<file path="config.mk">
export PLATFORM = sky130hd
export DESIGN_NAME = irq_accept_seq
export DESIGN_NICKNAME = d
export VERILOG_FILES = /design/src/rtl/iseq_pkg.sv /design/src/rtl/iseq_pend.sv /design/src/rtl/iseq_ctrl.sv /design/src/rtl/irq_accept_seq.sv
export SDC_FILE = /design/constraint.sdc
export NUM_CORES = 1
export LEC_CHECK = 0
export CORE_ASPECT_RATIO = 0.8
export CORE_UTILIZATION = 55
export CTS_BUF_LIST = sky130_fd_sc_hd__clkbuf_8
export CTS_CLUSTER_DIAMETER = 120
export DETAILED_ROUTE_END_ITERATION = 10
export GPL_TIMING_DRIVEN = 0
export HOLD_SLACK_MARGIN = 0.15
export PLACE_DENSITY = 0.84
export SLEW_MARGIN = 20
export SYNTH_ARGS = -nofsm -noshare
export SYNTH_HDL_FRONTEND = slang
export SYNTH_HIERARCHICAL = 1
export SYNTH_SLANG_ARGS = --single-unit
</file>
<file path="constraint.sdc">
create_clock -name clk -period 6.03 [get_ports clk]
set_input_delay 0.603 -clock clk [delete_from_list [all_inputs] [get_ports clk]]
set_output_delay 0.603 -clock clk [all_outputs]
set_load 0.02 [all_outputs]
</file>
<file path="src/rtl/iseq_pkg.sv">
package iseq_pkg;
  typedef enum logic [3:0] {
    S_IDLE,
    S_PUSH_HI,
    S_PUSH_LO,
    S_PUSH_PSW,
    S_VEC_LO,
    S_VEC_HI,
    S_ENTER,
    S_POP_PSW,
    S_POP_LO,
    S_POP_HI,
    S_LEAVE
  } seq_state_t;

  localparam int FRAME_BYTES = 3;
endpackage

</file>
<file path="src/rtl/iseq_pend.sv">
module iseq_pend #(
  parameter int NSRC = 4,
  parameter int IW   = 2
) (
  input  logic            clk,
  input  logic            rst_n,
  input  logic [NSRC-1:0] req,
  input  logic            nmi_req,
  input  logic [NSRC-1:0] en,
  input  logic            imf,
  input  logic            take,
  output logic            pend_ok,
  output logic            win_nmi,
  output logic [IW-1:0]   win_idx
);
  localparam int LAT_LIMIT = 38;

  logic [NSRC-1:0] lat_q, lat_d, elig, clr;
  logic            nmi_q, nmi_d;

  for (genvar i = 0; i < NSRC; i++) begin : g_src
    assign elig[i] = lat_q[i] & en[i] & imf;
    assign clr[i]  = take & ~nmi_q & (win_idx == IW'(i));
    assign lat_d[i] = (lat_q[i] & ~clr[i]) | req[i];
  end

  always_comb begin
    win_idx = '0;
    for (int i = NSRC - 1; i >= 0; i--) begin
      if (elig[i]) win_idx = IW'(i);
    end
  end

  assign win_nmi = nmi_q;
  assign pend_ok = nmi_q | (|elig);
  assign nmi_d   = (nmi_q & ~take) | nmi_req;

  always_ff @(posedge clk or negedge rst_n) begin
    if (!rst_n) begin
      lat_q <= '0;
      nmi_q <= 1'b0;
    end else begin
      lat_q <= lat_d;
      nmi_q <= nmi_d;
    end
  end

  // wait counter for the non-maskable latency bound
  logic [5:0] nmi_wait_q;
  always_ff @(posedge clk or negedge rst_n) begin
    if (!rst_n) nmi_wait_q <= '0;
    else if (!nmi_q || take) nmi_wait_q <= '0;
    else if (nmi_wait_q != 6'h3f) nmi_wait_q <= nmi_wait_q + 6'd1;
  end

  a_r10_nmi_latency: assert property (@(posedge clk) disable iff (!rst_n)
    nmi_wait_q < 6'(LAT_LIMIT));

  a_r5_latch_cleared: assert property (@(posedge clk) disable iff (!rst_n)
    (take && !nmi_q && !req[win_idx]) |=> !lat_q[$past(win_idx)]);

  a_r3_nmi_latch_cleared: assert property (@(posedge clk) disable iff (!rst_n)
    (take && nmi_q && !nmi_req) |=> !nmi_q);
endmodule

</file>
<file path="src/rtl/iseq_ctrl.sv">
module iseq_ctrl
  import iseq_pkg::*;
#(
  parameter int          NSRC    = 4,
  parameter int          IW      = 2,
  parameter int          DW      = 8,
  parameter int          AW      = 16,
  parameter logic [15:0] VEC_TOP = 16'hFFFE,
  parameter logic [15:0] SP_INIT = 16'h0080
) (
  input  logic          clk,
  input  logic          rst_n,
  input  logic          reti,
  input  logic          imf_set,
  input  logic          imf_clr,
  input  logic [AW-1:0] pc_in,
  input  logic [DW-2:0] psw_flags_in,
  input  logic          pend_ok,
  input  logic          win_nmi,
  input  logic [IW-1:0] win_idx,
  output logic          take,
  output logic          imf,
  output logic [AW-1:0] mem_addr,
  output logic          mem_we,
  output logic          mem_re,
  output logic [DW-1:0] mem_wdata,
  input  logic [DW-1:0] mem_rdata,
  output logic [AW-1:0] pc_out,
  output logic          pc_load,
  output logic [DW-1:0] psw_out,
  output logic          psw_load,
  output logic          busy,
  output logic [AW-1:0] sp
);
  localparam logic [AW-1:0] FRAME = AW'(FRAME_BYTES);

  seq_state_t    state_q, state_d;
  logic [AW-1:0] sp_q, sp_d, ret_q, ret_d, vec_q, vec_d, pcn_q, pcn_d;
  logic [DW-1:0] psw_q, psw_d, lo_q, lo_d;
  logic          imf_q, imf_d;
  logic [IW:0]   slot;
  logic [AW-1:0] vaddr;

  assign slot  = win_nmi ? '0 : ({1'b0, win_idx} + 1'b1);
  assign vaddr = VEC_TOP - (AW'(slot) << 1) - AW'(2);
  assign take  = (state_q == S_IDLE) && !reti && pend_ok;

  always_comb begin
    state_d = state_q;
    sp_d    = sp_q;
    ret_d   = ret_q;
    vec_d   = vec_q;
    pcn_d   = pcn_q;
    psw_d   = psw_q;
    lo_d    = lo_q;
    unique case (state_q)
      S_IDLE: begin
        if (reti) begin
          state_d = S_POP_PSW;
        end else if (pend_ok) begin
          state_d = S_PUSH_HI;
          ret_d   = pc_in;
          psw_d   = {imf_q, psw_flags_in};
          vec_d   = vaddr;
        end
      end
      S_PUSH_HI:  state_d = S_PUSH_LO;
      S_PUSH_LO:  state_d = S_PUSH_PSW;
      S_PUSH_PSW: begin
        state_d = S_VEC_LO;
        sp_d    = sp_q - FRAME;
      end
      S_VEC_LO: begin
        state_d = S_VEC_HI;
        lo_d    = mem_rdata;
      end
      S_VEC_HI: begin
        state_d = S_ENTER;
        pcn_d   = {mem_rdata, lo_q};
      end
      S_POP_PSW: begin
        state_d = S_POP_LO;
        psw_d   = mem_rdata;
      end
      S_POP_LO: begin
        state_d = S_POP_HI;
        lo_d    = mem_rdata;
      end
      S_POP_HI: begin
        state_d = S_LEAVE;
        pcn_d   = {mem_rdata, lo_q};
        sp_d    = sp_q + FRAME;
      end
      default: state_d = S_IDLE;
    endcase

    if (take)                       imf_d = 1'b0;
    else if (state_q == S_POP_HI)   imf_d = psw_q[DW-1];
    else if (imf_set)               imf_d = 1'b1;
    else if (imf_clr)               imf_d = 1'b0;
    else                            imf_d = imf_q;
  end

  always_ff @(posedge clk or negedge rst_n) begin
    if (!rst_n) begin
      state_q <= S_IDLE;
      sp_q    <= SP_INIT;
      imf_q   <= 1'b0;
      ret_q   <= '0;
      vec_q   <= '0;
      pcn_q   <= '0;
      psw_q   <= '0;
      lo_q    <= '0;
    end else begin
      state_q <= state_d;
      sp_q    <= sp_d;
      imf_q   <= imf_d;
      ret_q   <= ret_d;
      vec_q   <= vec_d;
      pcn_q   <= pcn_d;
      psw_q   <= psw_d;
      lo_q    <= lo_d;
    end
  end

  always_comb begin
    mem_addr  = '0;
    mem_we    = 1'b0;
    mem_re    = 1'b0;
    mem_wdata = '0;
    pc_load   = 1'b0;
    psw_load  = 1'b0;
    unique case (state_q)
      S_PUSH_HI:  begin mem_we = 1'b1; mem_addr = sp_q;          mem_wdata = ret_q[AW-1:DW]; end
      S_PUSH_LO:  begin mem_we = 1'b1; mem_addr = sp_q - AW'(1); mem_wdata = ret_q[DW-1:0];  end
      S_PUSH_PSW: begin mem_we = 1'b1; mem_addr = sp_q - AW'(2); mem_wdata = psw_q;          end
      S_VEC_LO:   begin mem_re = 1'b1; mem_addr = vec_q;          end
      S_VEC_HI:   begin mem_re = 1'b1; mem_addr = vec_q + AW'(1); end
      S_POP_PSW:  begin mem_re = 1'b1; mem_addr = sp_q + AW'(1);  end
      S_POP_LO:   begin mem_re = 1'b1; mem_addr = sp_q + AW'(2);  end
      S_POP_HI:   begin mem_re = 1'b1; mem_addr = sp_q + AW'(3);  end
      S_ENTER:    pc_load = 1'b1;
      S_LEAVE:    begin pc_load = 1'b1; psw_load = 1'b1; end
      default:    ;
    endcase
  end

  assign busy    = (state_q != S_IDLE);
  assign imf     = imf_q;
  assign sp      = sp_q;
  assign pc_out  = pcn_q;
  assign psw_out = psw_q;

  a_r1_imf_gate: assert property (@(posedge clk) disable iff (!rst_n)
    (take && !win_nmi) |-> imf_q);

  a_r5_imf_cleared: assert property (@(posedge clk) disable iff (!rst_n)
    take |=> !imf_q);

  a_r6_sp_push: assert property (@(posedge clk) disable iff (!rst_n)
    (state_q == S_PUSH_PSW) |=> (sp_q == $past(sp_q) - FRAME));

  a_r8_sp_pop: assert property (@(posedge clk) disable iff (!rst_n)
    (state_q == S_POP_HI) |=> (sp_q == $past(sp_q) + FRAME));

  a_r9_end_to_idle: assert property (@(posedge clk) disable iff (!rst_n)
    (pc_load) |=> !busy);
endmodule

</file>
<file path="src/rtl/irq_accept_seq.sv">
module irq_accept_seq #(
  parameter int          NSRC    = 4,
  parameter logic [15:0] VEC_TOP = 16'hFFFE,
  parameter logic [15:0] SP_INIT = 16'h0080
) (
  input  logic            clk,
  input  logic            rst_n,
  input  logic [NSRC-1:0] irq_req,
  input  logic            nmi_req,
  input  logic [NSRC-1:0] src_en,
  input  logic            imf_set,
  input  logic            imf_clr,
  input  logic            reti,
  input  logic [15:0]     pc_in,
  input  logic [6:0]      psw_flags_in,
  input  logic [7:0]      mem_rdata,
  output logic [15:0]     mem_addr,
  output logic            mem_we,
  output logic            mem_re,
  output logic [7:0]      mem_wdata,
  output logic [15:0]     pc_out,
  output logic            pc_load,
  output logic [7:0]      psw_out,
  output logic            psw_load,
  output logic            imf,
  output logic            busy,
  output logic [15:0]     sp
);
  localparam int IW = (NSRC > 1) ? $clog2(NSRC) : 1;
  localparam int DW = 8;
  localparam int AW = 16;

  // reset: asserted asynchronously, released on a clock edge
  logic [1:0] rst_sync_q;
  logic       rst_int_n;
  always_ff @(posedge clk or negedge rst_n) begin
    if (!rst_n) rst_sync_q <= 2'b00;
    else        rst_sync_q <= {rst_sync_q[0], 1'b1};
  end
  assign rst_int_n = rst_sync_q[1];

  logic          pend_ok, win_nmi, take;
  logic [IW-1:0] win_idx;

  iseq_pend #(.NSRC(NSRC), .IW(IW)) u_pend (
    .clk     (clk),
    .rst_n   (rst_int_n),
    .req     (irq_req),
    .nmi_req (nmi_req),
    .en      (src_en),
    .imf     (imf),
    .take    (take),
    .pend_ok (pend_ok),
    .win_nmi (win_nmi),
    .win_idx (win_idx)
  );

  iseq_ctrl #(
    .NSRC(NSRC), .IW(IW), .DW(DW), .AW(AW),
    .VEC_TOP(VEC_TOP), .SP_INIT(SP_INIT)
  ) u_ctrl (
    .clk          (clk),
    .rst_n        (rst_int_n),
    .reti         (reti),
    .imf_set      (imf_set),
    .imf_clr      (imf_clr),
    .pc_in        (pc_in),
    .psw_flags_in (psw_flags_in),
    .pend_ok      (pend_ok),
    .win_nmi      (win_nmi),
    .win_idx      (win_idx),
    .take         (take),
    .imf          (imf),
    .mem_addr     (mem_addr),
    .mem_we       (mem_we),
    .mem_re       (mem_re),
    .mem_wdata    (mem_wdata),
    .mem_rdata    (mem_rdata),
    .pc_out       (pc_out),
    .pc_load      (pc_load),
    .psw_out      (psw_out),
    .psw_load     (psw_load),
    .busy         (busy),
    .sp           (sp)
  );
endmodule

</file>
==> results of run 1 <==
[metal layers]
layer  vias to the layer above  part of all wire [%]  global-route usage, %
li1                       2829                     -                      -
met1                      3075                    42                   54.7
met2                       444                    44                   58.2
met3                        66                    11                   8.25
met4                         2                   2.6                   13.8
met5                         -                  0.13                      0
[cells in the final DEF, fill, tap and decap left out, drive strengths merged, types with 3 or more instances in the layout]
master         netlist  routed
a211oi              10      10
a21o                10      10
a21oi               44      44
a221oi               4       4
a22oi               12      12
a31oi               13      13
and3                 8       8
buf                 22      23
clkbuf              23      33
clkdlybuf4s50        0     114
dfrtp               80      80
ha                  23      23
inv                 17      20
mux2                33      33
mux2i                9       9
nand2              107     107
nand2b               9       9
nand3               26      26
nand4               10      10
nor2                79      79
nor2b                4       4
nor3                13      13
nor3b                3       3
nor4                11      11
o2111ai              4       4
o211ai               7       7
o21ai               38      38
o22ai                8       8
xnor2               34      34
xor2                16      16
[kinds of logic after synthesis]
family,count (synthesis)
buf+inv,62
simple gates,285
mux,42
other cells,1
flops,81
fa+ha+maj,24
xor+xnor,50
compound gates,174
[sequential cells by signal, indices dropped and copies added (netlist names)]
register	count
rst_sync_q	2
u_ctrl/imf	1
u_ctrl/lo_q	8
u_ctrl/pc_out	16
u_ctrl/psw_out	8
u_ctrl/ret_q	16
u_ctrl/sp	16
u_ctrl/state_q	4
u_ctrl/vec_q	5
u_pend/lat_q	4
u_pend/win_nmi	1
[worst max-delay path, delay by kind of cell (launching register included)]
family,cells,cell delay [ns]
buffers and inverters,1,0.56
adders and majority gates,1,0.71
AOI/OAI and AO/OA,5,1.61
DFF,1,0.43
and+or+nand+nor,3,1.32
[path summary, 6_finish.rpt]
check | start | to | cells after the start
max reg2reg | u_ctrl/sp[0] | u_ctrl/sp[10] | 9
max | u_ctrl/state_q[1] | mem_addr[15] | 10
min | rst_sync_q[1] | u_ctrl/lo_q[1] | 0
min reg2reg | rst_sync_q[1] | u_ctrl/lo_q[1] | 0
min in group clk | rst_sync_q[0] | rst_sync_q[1] | 0
max in group asynchronous | rst_sync_q[1] | u_ctrl/sp[2] | 1
[power by group]
part | internal (mW) | leakage [nW] | total, mW | switching, mW
Clock | 0.209 | 0.109 | 0.434 | 0.225
Combinational | 1.37 | 2.09 | 3.36 | 1.99
Sequential | 0.781 | 0.966 | 1.02 | 0.236
[cell type report]
| cell class | instances | area [um^2] | area share [%] |
|---|---|---|---|
| Tap cell | 140 | 175 | 2.32 |
| Clock inverter | 6 | 72.6 | 0.961 |
| Inverter | 17 | 63.8 | 0.845 |
| Multi-Input combinational cell | 576 | 3690 | 48.9 |
| Buffer | 45 | 209 | 2.77 |
| Timing Repair Buffer | 115 | 1170 | 15.5 |
| Clock buffer | 10 | 138 | 1.82 |
| Sequential cell | 81 | 2030 | 26.9 |
[through the flow]
stage / worst slack [ns] / utilization (%) / total power, mW / hold WS, ns / area (um^2)
global route: 0.0619 / 72.6 / 5.08 / 0.278 / 7550
CTS: 0.526 / 72.6 / 4.74 / 0.250 / 7550
finish: 0.422 / 72.6 / 4.81 / 0.240 / 7550
detailed placement: 0.978 / 70.5 / 4.29 / 0.250 / 7340
floorplan: 2.52 / - / 3.02 / 0.307 / 5990
global placement: 1.11 / 70.2 / 4.19 / 0.339 / 7310
==> results.md, run 1 <==
- Worst hold path type: flop to asynchronous set/reset pin
- Placed Instances: 974
- Io pins: 115
- DR WL/cell: 21.3 um
- Final count of pins violating max slew: 0
- Share of the synthesized area in the top cell type: 33.4%
- Post-synth EDFFs: 0
- Synth Flop Type: dfrtp_1
- Critical setup path kind: flop to output pin
- Setup Skew: 0.0111 ns
- Placed wire-length estimate: 15.8 mm
- CTS tree: yes
- Post-synth top cells: nand2_1 (106), dfrtp_1 (80), nor2_1 (77), a21oi_1 (44), o21ai_0 (37)
- Netlist Area Pre-Place: 5990 um^2
- Post-route DRC: 0
- Synthesized area per cell: 8.33 um^2
- Ratio of cells with drive above 1 in the final layout: 10.2%
- Synth warn: 6
- Vias post-DR: 6,416
- Setup slack, reg-to-reg: 3.37 ns
- Vias/cell: 6.48
- Iter 0 DRT Violations: 776
- Core ar.: 10,400 um^2
- Crit share post-route: 93.0%
- CP arrival: 5.01 ns
- Seq cells post-synth: 81
- Post-synthesis async set-or-reset flop share: 100%
- Setup crit end kind: output pin
- Final Hold Vio Count: 0
- Drt pass-1 iters: 5
- Area Growth Syn to Fin: 26.0%
- Die H: 95.4 um
- Leakage: 3.17 nW
- CP cell instances: nor2_1, nand2_1, fa_1, a21oi_1, o211ai_1, a211oi_1, a2111oi_0, a41oi_1, nand4_1, clkdlybuf4s50_1
- Post-Synth XOR/XNOR Area: 7.31%
- All-layer global routing usage: 38.6%
- Simple-Gate Fraction of Synth Area: 22.8%
- Routed wire length: 21.1 mm
- Max Fclk: 0.178 GHz
- Clock latency at the later pin of the worst-skew pair: 0.37 ns
- Antenna violations before repair: 1
- Crit path launch type: flop
- H-tree Lvls: 3
- Count leader, synth: nand2_1
- Root buffer cell: clkbuf_8
- Largest family of logic cells by synthesized area: simple AND/OR/NAND/NOR gates
- Mapped Cells: 719
- Setup repair bufs after CTS: 0
- Max stage delay on crit path: 0.73 ns
- WP data required: 5.43 ns
- Non-Filler Instances: 990
- Slew headroom: 36.3%
- Synth area leader: dfrtp_1
- Gpl congestion: 1.00
- GR Overflow Total: 0
- Post-Syn Nets: 788
- Max Buffers Root-to-Sink: 2
- Synth Area in Adders: 5.14%
- CP max FO: 20
- Max-cap violations: 0
- Slowest cell on the critical path: nand2_1
- Final setup viols: 0
- Nets: 914
- Vias in the first global route: 6,123
- Synth top area cells: dfrtp_1 (33%), nand2_1 (6.6%), mux2_2 (6.2%)
- Status: complete, no violations
- Pwr per Cell Area: 637 nW/um^2
- RSZ-0062 raised after global routing: false
- Synth unique cells: 76
- DIE AREA: 11,300 um^2
- Post-synthesis mux area share: 7.71%
- Clock transition at the registers of the reported paths: 0.09 ns
- Synth Area in Compound Gates: 18.6%
- Peak supply drop: 0.322 mV
- Largest net degree at the start of global routing: 58
- FILL cells: 850
- Min Clock Period, post-route: 5.61 ns
- # diodes: 0
- Tightest Pin Transition: 0.945 ns
- Chip width: 119 um
- Sink Count: 81
- Starting density of the core: 57.6%
- IO buf count: 114
- TNS Setup: 0 ns
- TritonCTS Buffers: 9
- Antenna-violating nets left: 0
- Sequential area share after synthesis: 33.8%
- Core Rows: 33
- Post_cts resized: 0
- First-pass GRT wire length: 32.9 mm
- CTS Hold Buffers Added: 0
Power figures use the tool's default switching activity.
==> inputs of run 2 (changes only) <==
--- a/config.mk
+++ b/config.mk
@@ -13,6 +13,7 @@
 export GPL_TIMING_DRIVEN = 0
 export HOLD_SLACK_MARGIN = 0.15
 export PLACE_DENSITY = 0.84
+export SKIP_CTS_REPAIR_TIMING = 1
 export SLEW_MARGIN = 20
 export SYNTH_ARGS = -nofsm -noshare
 export SYNTH_HDL_FRONTEND = slang
==> constraint.sdc (replaced) <==
create_clock -name clk -period 6.03 [get_ports clk]
set_input_delay 1.809 -clock clk [delete_from_list [all_inputs] [get_ports clk]]
set_output_delay 1.809 -clock clk [all_outputs]
set_load 0.02 [all_outputs]
==> results.md, run 2 (synthesized netlist as in run 1, its figures left out) <==
- Antenna violations before repair: 1
- Placed wire-length estimate: 15.8 mm
- Ratio of cells with drive above 1 in the final layout: 10.9%
- Min Clock Period, post-route: 5.90 ns
- Max Buffers Root-to-Sink: 2
- Switching share of power: 51.0%
- DRT met1 WL: 8.94 mm
- Leakage: 3.19 nW
- Placed Instances: 974
- Routed wire length: 21.2 mm
- DR WL/cell: 21.4 um
- Peak supply drop: 0.321 mV
- GR Overflow Total: 0
- Antenna-violating nets left: 0
- Final setup viols: 0
- CP Buf/Inv Count: 1
- All-layer global routing usage: 38.6%
- Crit share post-route: 97.9%
- Starting density of the core: 57.6%
- Max-cap violations: 0
- Slew headroom: 39.1%
- Final Hold Vio Count: 0
- Core Rows: 33
- Pre-CTS setup slack: -0.228 ns
- Combinational Power Share: 70.1%
- CP arrival: 4.09 ns
- WL met3: 2.38 mm
- FILL cells: 841
- Status: complete, no violations
- Gpl congestion: 1.00
- Clock share of power: 8.9%
- NetSw: 2.47 mW
- Area Growth Syn to Fin: 26.5%
- Worst hold path type: flop to asynchronous set/reset pin
- TritonCTS Buffers: 9
- Root buffer cell: clkbuf_8
- Post-route DRC: 0
- Vias/cell: 6.48
- Iter 0 DRT Violations: 839
- Max Fclk: 0.169 GHz
- Tightest Pin Transition: 0.904 ns
- Commonest non-fill, non-tap cell in the layout: clkdlybuf4s50_1
- Setup slack, reg-to-reg: 3.39 ns
- CP Launch Point: u_ctrl/state_q[3]
- Slowest cell on the critical path: clkdlybuf4s50_1
- CP max FO: 20
- Largest net degree at the start of global routing: 58
- Power share of the sequential group: 21.0%
- Die H: 95.4 um
- TNS Setup: 0 ns
- Io pins: 115
- Chip width: 119 um
- Top delay family on crit path: compound AO/OA/AOI/OAI gates
- Crit path launch type: flop
- Reg2reg start: u_ctrl/sp[0]
- Max stage delay on crit path: 0.62 ns
- Highest routed layer: met5
- CP cell instances: nor2b_2, nand2_4, ha_1, nand3_1, o211ai_1, a211oi_2, a2111oi_0, a41oi_1, nand4_1, clkdlybuf4s50_1
- Non-Filler Instances: 991
- Drt pass-1 iters: 8
- Pwr per Cell Area: 640 nW/um^2
- DIE AREA: 11,300 um^2
- Worst R2R End: u_ctrl/sp[10]
- Setup Skew: 0.0126 ns
- Sink Count: 81
- Int Pwr: 2.38 mW
- First-pass GRT wire length: 32.9 mm
- Nets: 915
- H-tree Lvls: 3
- Core ar.: 10,400 um^2
- Final count of pins violating max slew: 0
- Vias in the first global route: 6,123
- Commonest non-fill, non-tap cells in the layout: clkdlybuf4s50_1 (114), nand2_1 (105), dfrtp_1 (79), nor2_1 (76), a21oi_1 (44)
- Final core occ: 72.9%
- Hold slack: 0.237 ns
- # diodes: 0
- CTS tree: yes
- Clock transition at the registers of the reported paths: 0.10 ns
- IO buf count: 114
- Worst Slack Setup Final: 0.129 ns
- Vias post-DR: 6,422
- Critical setup path kind: flop to output pin
- R2r worst-path depth: 9
- WP data required: 4.22 ns
- Clock latency at the later pin of the worst-skew pair: 0.37 ns
- Setup crit end kind: output pin
- Met2 WL: 9.32 mm
[run 2: stage by stage]
step / power, mW / instance area [um^2]
2_1_floorplan: 3.02 / 5990
3_3_place_gp: 4.19 / 7310
3_5_place_dp: 4.29 / 7340
4_1_cts: 4.74 / 7550
5_1_grt: 5.12 / 7580
6_report: 4.85 / 7580
[run 2: worst register-to-register path, stage by stage, from the launching register on]
cell and delay, ns:
dfrtp_1 0.44, buf_2 0.29, inv_1 0.10, ha_1 0.20
clkbuf_1 0.24, and4b_1 0.48, nand3_1 0.27, nor2_1 0.24
a41oi_1 0.08, xnor2_1 0.18
[run 2: cell type report]
class	count	area (um^2)	share of cell area, %
timing repair buffer	116	1180	15.5
multi-input combinational	576	3710	49.0
tap	140	175	2.31
clock inverter	6	72.6	0.957
inverter	17	63.8	0.842
clock buffer	10	138	1.82
sequential	81	2030	26.8
buffer	45	210	2.77
[run 2: worst max-delay path by stage]
stage                         endpoint  cells after the start
after CTS                 mem_addr[15]                     10
after global routing      mem_addr[15]                     10
final                     mem_addr[15]                     10
after global placement    mem_addr[15]                     10
after floorplan           mem_addr[15]                      9
after detailed placement  mem_addr[15]                     10
[run 2: routing by layer]
metal  vias to the layer above  GRT usage (%)
li1                       2827              -
met1                      3065           54.7
met2                       459           58.2
met3                        69           8.25
met4                         2           13.8
met5                         -              0
[run 2: power by group through the flow]
stage / logic (mW) / clock network [mW] / registers [mW]
finish: 3.40 / 0.433 / 1.02
detailed placement: 3.27 / 0 / 1.02
floorplan: 1.92 / 0 / 1.10
CTS: 3.29 / 0.438 / 1.01
global placement: 3.19 / 0 / 1.01
global route: 3.61 / 0.461 / 1.05
